--- config.mk ---
export PLATFORM = sky130hd
export DESIGN_NAME = dual_rd_deint
export DESIGN_NICKNAME = d
export VERILOG_FILES = /design/src/rtl/dl_pkg.sv /design/src/rtl/dl_pair_shift.sv /design/src/rtl/dl_phase_seq.sv /design/src/rtl/dl_track.sv /design/src/rtl/dual_rd_deint.sv
export SDC_FILE = /design/constraint.sdc
export NUM_CORES = 1
export LEC_CHECK = 0
export CORE_ASPECT_RATIO = 1.1
export CORE_MARGIN = 10
export CORE_UTILIZATION = 55
export CTS_CLUSTER_SIZE = 24
export DETAILED_ROUTE_END_ITERATION = 10
export PLACE_DENSITY = 0.88
export SLEW_MARGIN = 0
export SYNTH_ARGS = -nofsm -noshare
export SYNTH_HDL_FRONTEND = slang
export SYNTH_SLANG_ARGS = --single-unit
--- constraint.sdc ---
create_clock -name clk_i -period 4.85 [get_ports clk_i]
set_input_delay 0.97 -clock clk_i [delete_from_list [all_inputs] [get_ports clk_i]]
set_output_delay 0.97 -clock clk_i [all_outputs]
set_load 0.05 [all_outputs]
--- src/rtl/dl_pkg.sv ---
package dl_pkg;
  typedef enum logic [1:0] {
    PH_ADDR  = 2'd0,
    PH_DUMMY = 2'd1,
    PH_DATA  = 2'd2
  } phase_e;
endpackage

--- src/rtl/dl_pair_shift.sv ---
module dl_pair_shift #(
  parameter int BYTE_W = 8,
  parameter int LANES  = 2
) (
  input  logic              clk_i,
  input  logic              rst_ni,
  input  logic              clr_i,
  input  logic              smp_i,
  input  logic [LANES-1:0]  lane_i,
  output logic              done_o,
  output logic [BYTE_W-1:0] byte_o
);
  localparam int PAIRS = BYTE_W / LANES;
  localparam int PC_W  = (PAIRS > 1) ? $clog2(PAIRS) : 1;
  localparam logic [PC_W-1:0] PC_LAST = PC_W'(PAIRS - 1);

  logic [PC_W-1:0]         pc_q;
  logic [BYTE_W-LANES-1:0] sh_q;

  assign done_o = smp_i && !clr_i && (pc_q == PC_LAST);
  // higher lane is the odd (more significant) bit of each pair
  assign byte_o = {sh_q, lane_i};

  always_ff @(posedge clk_i or negedge rst_ni) begin
    if (!rst_ni) begin
      pc_q <= '0;
      sh_q <= '0;
    end else if (clr_i) begin
      pc_q <= '0;
      sh_q <= '0;
    end else if (smp_i) begin
      sh_q <= byte_o[BYTE_W-LANES-1:0];
      pc_q <= done_o ? '0 : pc_q + PC_W'(1);
    end
  end

  a_r7_clr_empty: assert property (@(posedge clk_i) disable iff (!rst_ni)
    clr_i |=> !done_o);
endmodule

--- src/rtl/dl_phase_seq.sv ---
module dl_phase_seq
  import dl_pkg::*;
#(
  parameter int ADDR_BYTES  = 3,
  parameter int DUMMY_BYTES = 1
) (
  input  logic   clk_i,
  input  logic   rst_ni,
  input  logic   clr_i,
  input  logic   step_i,
  output phase_e phase_o
);
  localparam int LAST  = ADDR_BYTES + DUMMY_BYTES;
  localparam int IDX_W = $clog2(LAST + 1);
  localparam logic [IDX_W-1:0] A_END = IDX_W'(ADDR_BYTES);
  localparam logic [IDX_W-1:0] D_END = IDX_W'(LAST);

  logic [IDX_W-1:0] idx_q;

  always_comb begin
    if (idx_q < A_END)      phase_o = PH_ADDR;
    else if (idx_q < D_END) phase_o = PH_DUMMY;
    else                    phase_o = PH_DATA;
  end

  always_ff @(posedge clk_i or negedge rst_ni) begin
    if (!rst_ni)                      idx_q <= '0;
    else if (clr_i)                   idx_q <= '0;
    else if (step_i && idx_q < D_END) idx_q <= idx_q + IDX_W'(1);
  end

  a_r4_phase_rising: assert property (@(posedge clk_i) disable iff (!rst_ni)
    !clr_i |=> (phase_o >= $past(phase_o)));
  a_r4_no_reserved: assert property (@(posedge clk_i) disable iff (!rst_ni)
    phase_o != 2'd3);
endmodule

--- src/rtl/dl_track.sv ---
module dl_track
  import dl_pkg::*;
#(
  parameter int BYTE_W = 8,
  parameter int ADDR_W = 24,
  parameter int CNT_W  = 16
) (
  input  logic              clk_i,
  input  logic              rst_ni,
  input  logic              arm_i,
  input  logic              step_i,
  input  phase_e            phase_i,
  input  logic [BYTE_W-1:0] byte_i,
  output logic [ADDR_W-1:0] addr_o,
  output logic [CNT_W-1:0]  cnt_o
);
  always_ff @(posedge clk_i or negedge rst_ni) begin
    if (!rst_ni) begin
      addr_o <= '0;
      cnt_o  <= '0;
    end else if (arm_i) begin
      addr_o <= '0;
      cnt_o  <= '0;
    end else if (step_i) begin
      if (phase_i == PH_ADDR) addr_o <= {addr_o[ADDR_W-BYTE_W-1:0], byte_i};
      if (phase_i == PH_DATA) cnt_o  <= cnt_o + CNT_W'(1);
    end
  end

  a_r6_cnt_only_data: assert property (@(posedge clk_i) disable iff (!rst_ni)
    (!arm_i && !(step_i && phase_i == PH_DATA)) |=> $stable(cnt_o));
endmodule

--- src/rtl/dual_rd_deint.sv ---
module dual_rd_deint
  import dl_pkg::*;
#(
  parameter int BYTE_W      = 8,
  parameter int LANES       = 2,
  parameter int ADDR_BYTES  = 3,
  parameter int DUMMY_BYTES = 1,
  parameter int CNT_W       = 16,
  localparam int ADDR_W     = ADDR_BYTES * BYTE_W
) (
  input  logic              clk_i,
  input  logic              rst_ni,
  input  logic              cs_n_i,
  input  logic              arm_i,
  input  logic              smp_i,
  input  logic              sio0_i,
  input  logic              sio1_i,
  output logic              byte_vld_o,
  output logic [BYTE_W-1:0] byte_o,
  output logic [1:0]        phase_o,
  output logic [ADDR_W-1:0] addr_o,
  output logic [CNT_W-1:0]  data_cnt_o
);
  logic              act_q;
  logic              clr;
  logic              smp_q;
  logic              done;
  logic [BYTE_W-1:0] byte_nx;
  phase_e            phase_cur;

  assign clr   = cs_n_i || arm_i;
  assign smp_q = smp_i && act_q && !clr;

  always_ff @(posedge clk_i or negedge rst_ni) begin
    if (!rst_ni)     act_q <= 1'b0;
    else if (cs_n_i) act_q <= 1'b0;
    else if (arm_i)  act_q <= 1'b1;
  end

  dl_pair_shift #(.BYTE_W(BYTE_W), .LANES(LANES)) i_shift (
    .clk_i  (clk_i),
    .rst_ni (rst_ni),
    .clr_i  (clr),
    .smp_i  (smp_q),
    .lane_i ({sio1_i, sio0_i}),
    .done_o (done),
    .byte_o (byte_nx)
  );

  dl_phase_seq #(.ADDR_BYTES(ADDR_BYTES), .DUMMY_BYTES(DUMMY_BYTES)) i_seq (
    .clk_i   (clk_i),
    .rst_ni  (rst_ni),
    .clr_i   (clr),
    .step_i  (done),
    .phase_o (phase_cur)
  );

  dl_track #(.BYTE_W(BYTE_W), .ADDR_W(ADDR_W), .CNT_W(CNT_W)) i_track (
    .clk_i   (clk_i),
    .rst_ni  (rst_ni),
    .arm_i   (arm_i),
    .step_i  (done),
    .phase_i (phase_cur),
    .byte_i  (byte_nx),
    .addr_o  (addr_o),
    .cnt_o   (data_cnt_o)
  );

  always_ff @(posedge clk_i or negedge rst_ni) begin
    if (!rst_ni) begin
      byte_vld_o <= 1'b0;
      byte_o     <= '0;
      phase_o    <= PH_ADDR;
    end else begin
      byte_vld_o <= done;
      if (done) begin
        byte_o  <= byte_nx;
        phase_o <= phase_cur;
      end else if (clr) begin
        phase_o <= PH_ADDR;
      end
    end
  end

  a_r3_single_pulse: assert property (@(posedge clk_i) disable iff (!rst_ni)
    byte_vld_o |=> !byte_vld_o);
  a_r8_quiet_deselected: assert property (@(posedge clk_i) disable iff (!rst_ni)
    cs_n_i |=> !byte_vld_o);
  a_r6_cnt_step: assert property (@(posedge clk_i) disable iff (!rst_ni)
    (byte_vld_o && phase_o == 2'd2) |-> (data_cnt_o == $past(data_cnt_o) + CNT_W'(1)));
  a_r6_cnt_hold: assert property (@(posedge clk_i) disable iff (!rst_ni)
    (cs_n_i && !arm_i) |=> $stable(data_cnt_o));
endmodule

==> impl_results.md <==
* Status: finished, final reports clean
* Clk pwr share at 46.8%
* Initial drt markers at 186
* Nets@finish at 344
* Async set or reset register ratio after synthesis at 100.0%
* Initial Util at 56.44%
* Filler cell count at 366
* Worst-path maximum fanout at 24
* Most frequent cell after synthesis: nand2_1
* Hold Buf Count CTS at 0
* Htree depth at 3
* RSZ-0062 raised after global routing: false
* Skew-Pair Late Insertion Delay at 350 ps
* Leak at 1.653 nW
* Synth Cell Area at 2803 um2
* CP endpoint kind: flop
* Cell internal pwr at 824.5 uW
* Largest area contributor in the netlist: dfrtp_1
* Routed len/inst at 16.42 um
* Final setup TNS at 0 ps
* Io pins at 58
* Routed Antenna Nets at 0
* DIE AREA at 8354 um2
* Fmax at about 0.35 GHz
* Worst hold path class: reg2reg
* Floorplan core area at 4966 um2
* Number of remaining DRC errors at 0
* Overflow after GRT at 0
* FP Rows at 27
* Hold depth at 1
* Top cells by area, synth: dfrtp_1 56%, nand2_1 9.2%, nand3b_1 6.2%, mux2_2 3.2%, a21oi_1 2.9%
* Layout cell share with drive strength beyond 1 at 9.145%
* Final Hold Vio Count at 0
* Area Growth Syn to Fin at 28.57%
* Gr usage total at 15.76%
* Initial antenna violation count at 0
* Sequential area share after synthesis at 56.25%
* Vias in the first global route at 2122
* Post-synth cell types at 33
* GPL Wtd Cong at 0.8114
* Ant diodes at 0
* Fin util at 72.56%
* DRT Pass-1 Iters at 4
* Pwr/cell area at 292.9 nW/um2
* Largest net degree at the start of global routing at between 60 and 70
* CTS-repair resized insts at 0
* Clock root cell: clkbuf_8
* Clock transition at the registers of the reported paths at roughly 70 ps
* Reg power frac at 50.0%
* Vias post-DR at roughly 2200
* Startpoint Class: primary input
* Post-CTS Repair Setup Buffers at 0
* HPWL after detailed placement at 4365 um
* Worst path arrival time at 3090 ps
* Syn_nets at 289
* Buffers on Ports at 57
* Syn Inst Count at 279
* Fin crit share at 59.03%
* Final Critical Period at 2863 ps
* Rel. slew slack at about two fifths
* P_sw at 230.9 uW
* WS Path Type: in2reg
* Combinational power share at 3.1%
* Synth top area share at 56.25%
* Vias per cell at 5.554
* Final Max Slew Viols at 0
* Fin Hold WS at slightly above 500 ps
* Synthesis-stage register bit count at 63
* Most used DFF post-synth: dfrtp_1
* Height of the chip at between 90 and 100 um
* Avg Synthesized Cell Area at 10.05 um2
* Final wirelength at 6517 um
* Max-Cap Viols at 0
* Sw Share at 21.88%
* Worst Skew at ~4.2 ps
* Worst VDD drop at 0.2332 mV
* Clock Sinks at 63
* Clock Tree Buf Depth at 2
* WP data required at 5080 ps
* Warnings from Yosys at 0
* CTS tree: built
* Worst slew pin tran at roughly 900 ps
* Synth cell count leaders: 69 x nand2_1, 63 x dfrtp_1, 23 x nand3b_1, 17 x nor2_1, 16 x a21oi_1
* EDFF count, synth at 0
* Reg2Reg Depth at 5
* Die Span X at between 80 and 90 um
* CTS buffer count at 9
* Final setup viols at 0
* First-pass GRT wire length at 10340 um
-- worst max-delay path: stages --
cell and delay (ps):
clkdlybuf4s50_1 580, and4bb_2 460, nand3_1 650, nand3b_1 350, nand2_1 70
-- registers in the layout (all words and copies together), names as in the netlist, 2 cells and up --
register	cells
byte_o	8
phase_o	2
i_shift.sh_q	6
i_seq.idx_q	3
i_track.cnt_o	16
i_shift.pc_q	2
i_track.addr_o	24
-- layer usage --
metal	track usage [%]	up-vias	share of wire, %
li1	-	1063	-
met5	0	-	0
met4	9.817	0	2.3
met2	25.42	57	50
met3	3.618	10	5.8
met1	18.56	1075	42
-- cell usage in the layout, fill, tap and decap left out, types with 2 or more instances in the layout --
master,Yosys,final
clkdlybuf4s50_1,0,56
nor2_1,17,17
a21oi_1,16,16
bufinv_16,0,2
clkinv_2,0,2
ha_1,3,3
or3_1,5,5
and3_1,6,6
nand2_1,69,69
nand3b_1,23,23
nand3_1,10,10
inv_1,2,2
xor2_1,5,5
nand4_1,5,5
clkbuf_8,0,9
o21ai_0,6,6
mux2_2,8,8
buf_4,0,2
nor4_1,4,4
clkinvlp_4,0,2
xnor2_1,5,5
o31ai_1,2,2
nor3_1,2,2
mux2i_1,2,2
dfrtp_1,63,63
nand2b_1,2,2
-- worst paths after layout --
check                                start                 end  slack, ps
setup / recovery                     arm_i  i_track.addr_o[15]       1990
hold / removal                   byte_o[3]           byte_o[3]        510
setup reg to reg           i_shift.pc_q[0]   i_track.cnt_o[11]       2710
hold reg to reg                  byte_o[3]           byte_o[3]        510
max in group asynchronous           rst_ni      i_seq.idx_q[1]       3560
min in group asynchronous           rst_ni    i_track.cnt_o[0]        760
-- cell families after synthesis --
family / Yosys count / synth area share, %
and+or+nand+nor: 151 / 28.04
AOI/OAI and AO/OA: 25 / 4.732
xor gates and xnor gates: 10 / 3.125
muxes: 10 / 3.929
adders and majority gates: 3 / 1.339
buffers and inverters: 17 / 2.589
DFF: 63 / 56.25
-- cell type report --
| cell class | instances | area (um2) | share of cell area [%] |
|---|---|---|---|
| clock inverter | 6 | 85.08 | 2.361 |
| clock buffer | 10 | 127.6 | 3.542 |
| sequential | 63 | 1577 | 43.75 |
| timing repair buffer | 59 | 580.6 | 16.11 |
| multi-input combinational | 199 | 1154 | 32.01 |
| inverter | 2 | 7.507 | 0.2083 |
| tap | 58 | 72.57 | 2.014 |
-- power groups by stage --
| stage | clock network (mW) | logic [mW] | registers (mW) |
|---|---|---|---|
| 2_1_floorplan | 0 | 0.0146 | 0.538 |
| 3_3_place_gp | 0 | 0.0329 | 0.538 |
| 3_5_place_dp | 0 | 0.0334 | 0.538 |
| 4_1_cts | 0.499 | 0.0335 | 0.528 |
| 5_1_grt | 0.520 | 0.0367 | 0.528 |
| 6_report | 0.494 | 0.0331 | 0.528 |
-- metrics by stage --
step / power [mW] / std cells / setup WS [ps] / instance area, um2
global placement: 0.5708 / 381 / 1792 / 3391
global route: 1.084 / 397 / 1829 / 3603
floorplan: 0.5523 / 279 / 2436 / 2803
detailed placement: 0.5712 / 381 / 1698 / 3391
finish: 1.055 / 397 / 1987 / 3603
CTS: 1.060 / 397 / 2016 / 3603
Power figures use the tool's default switching activity.
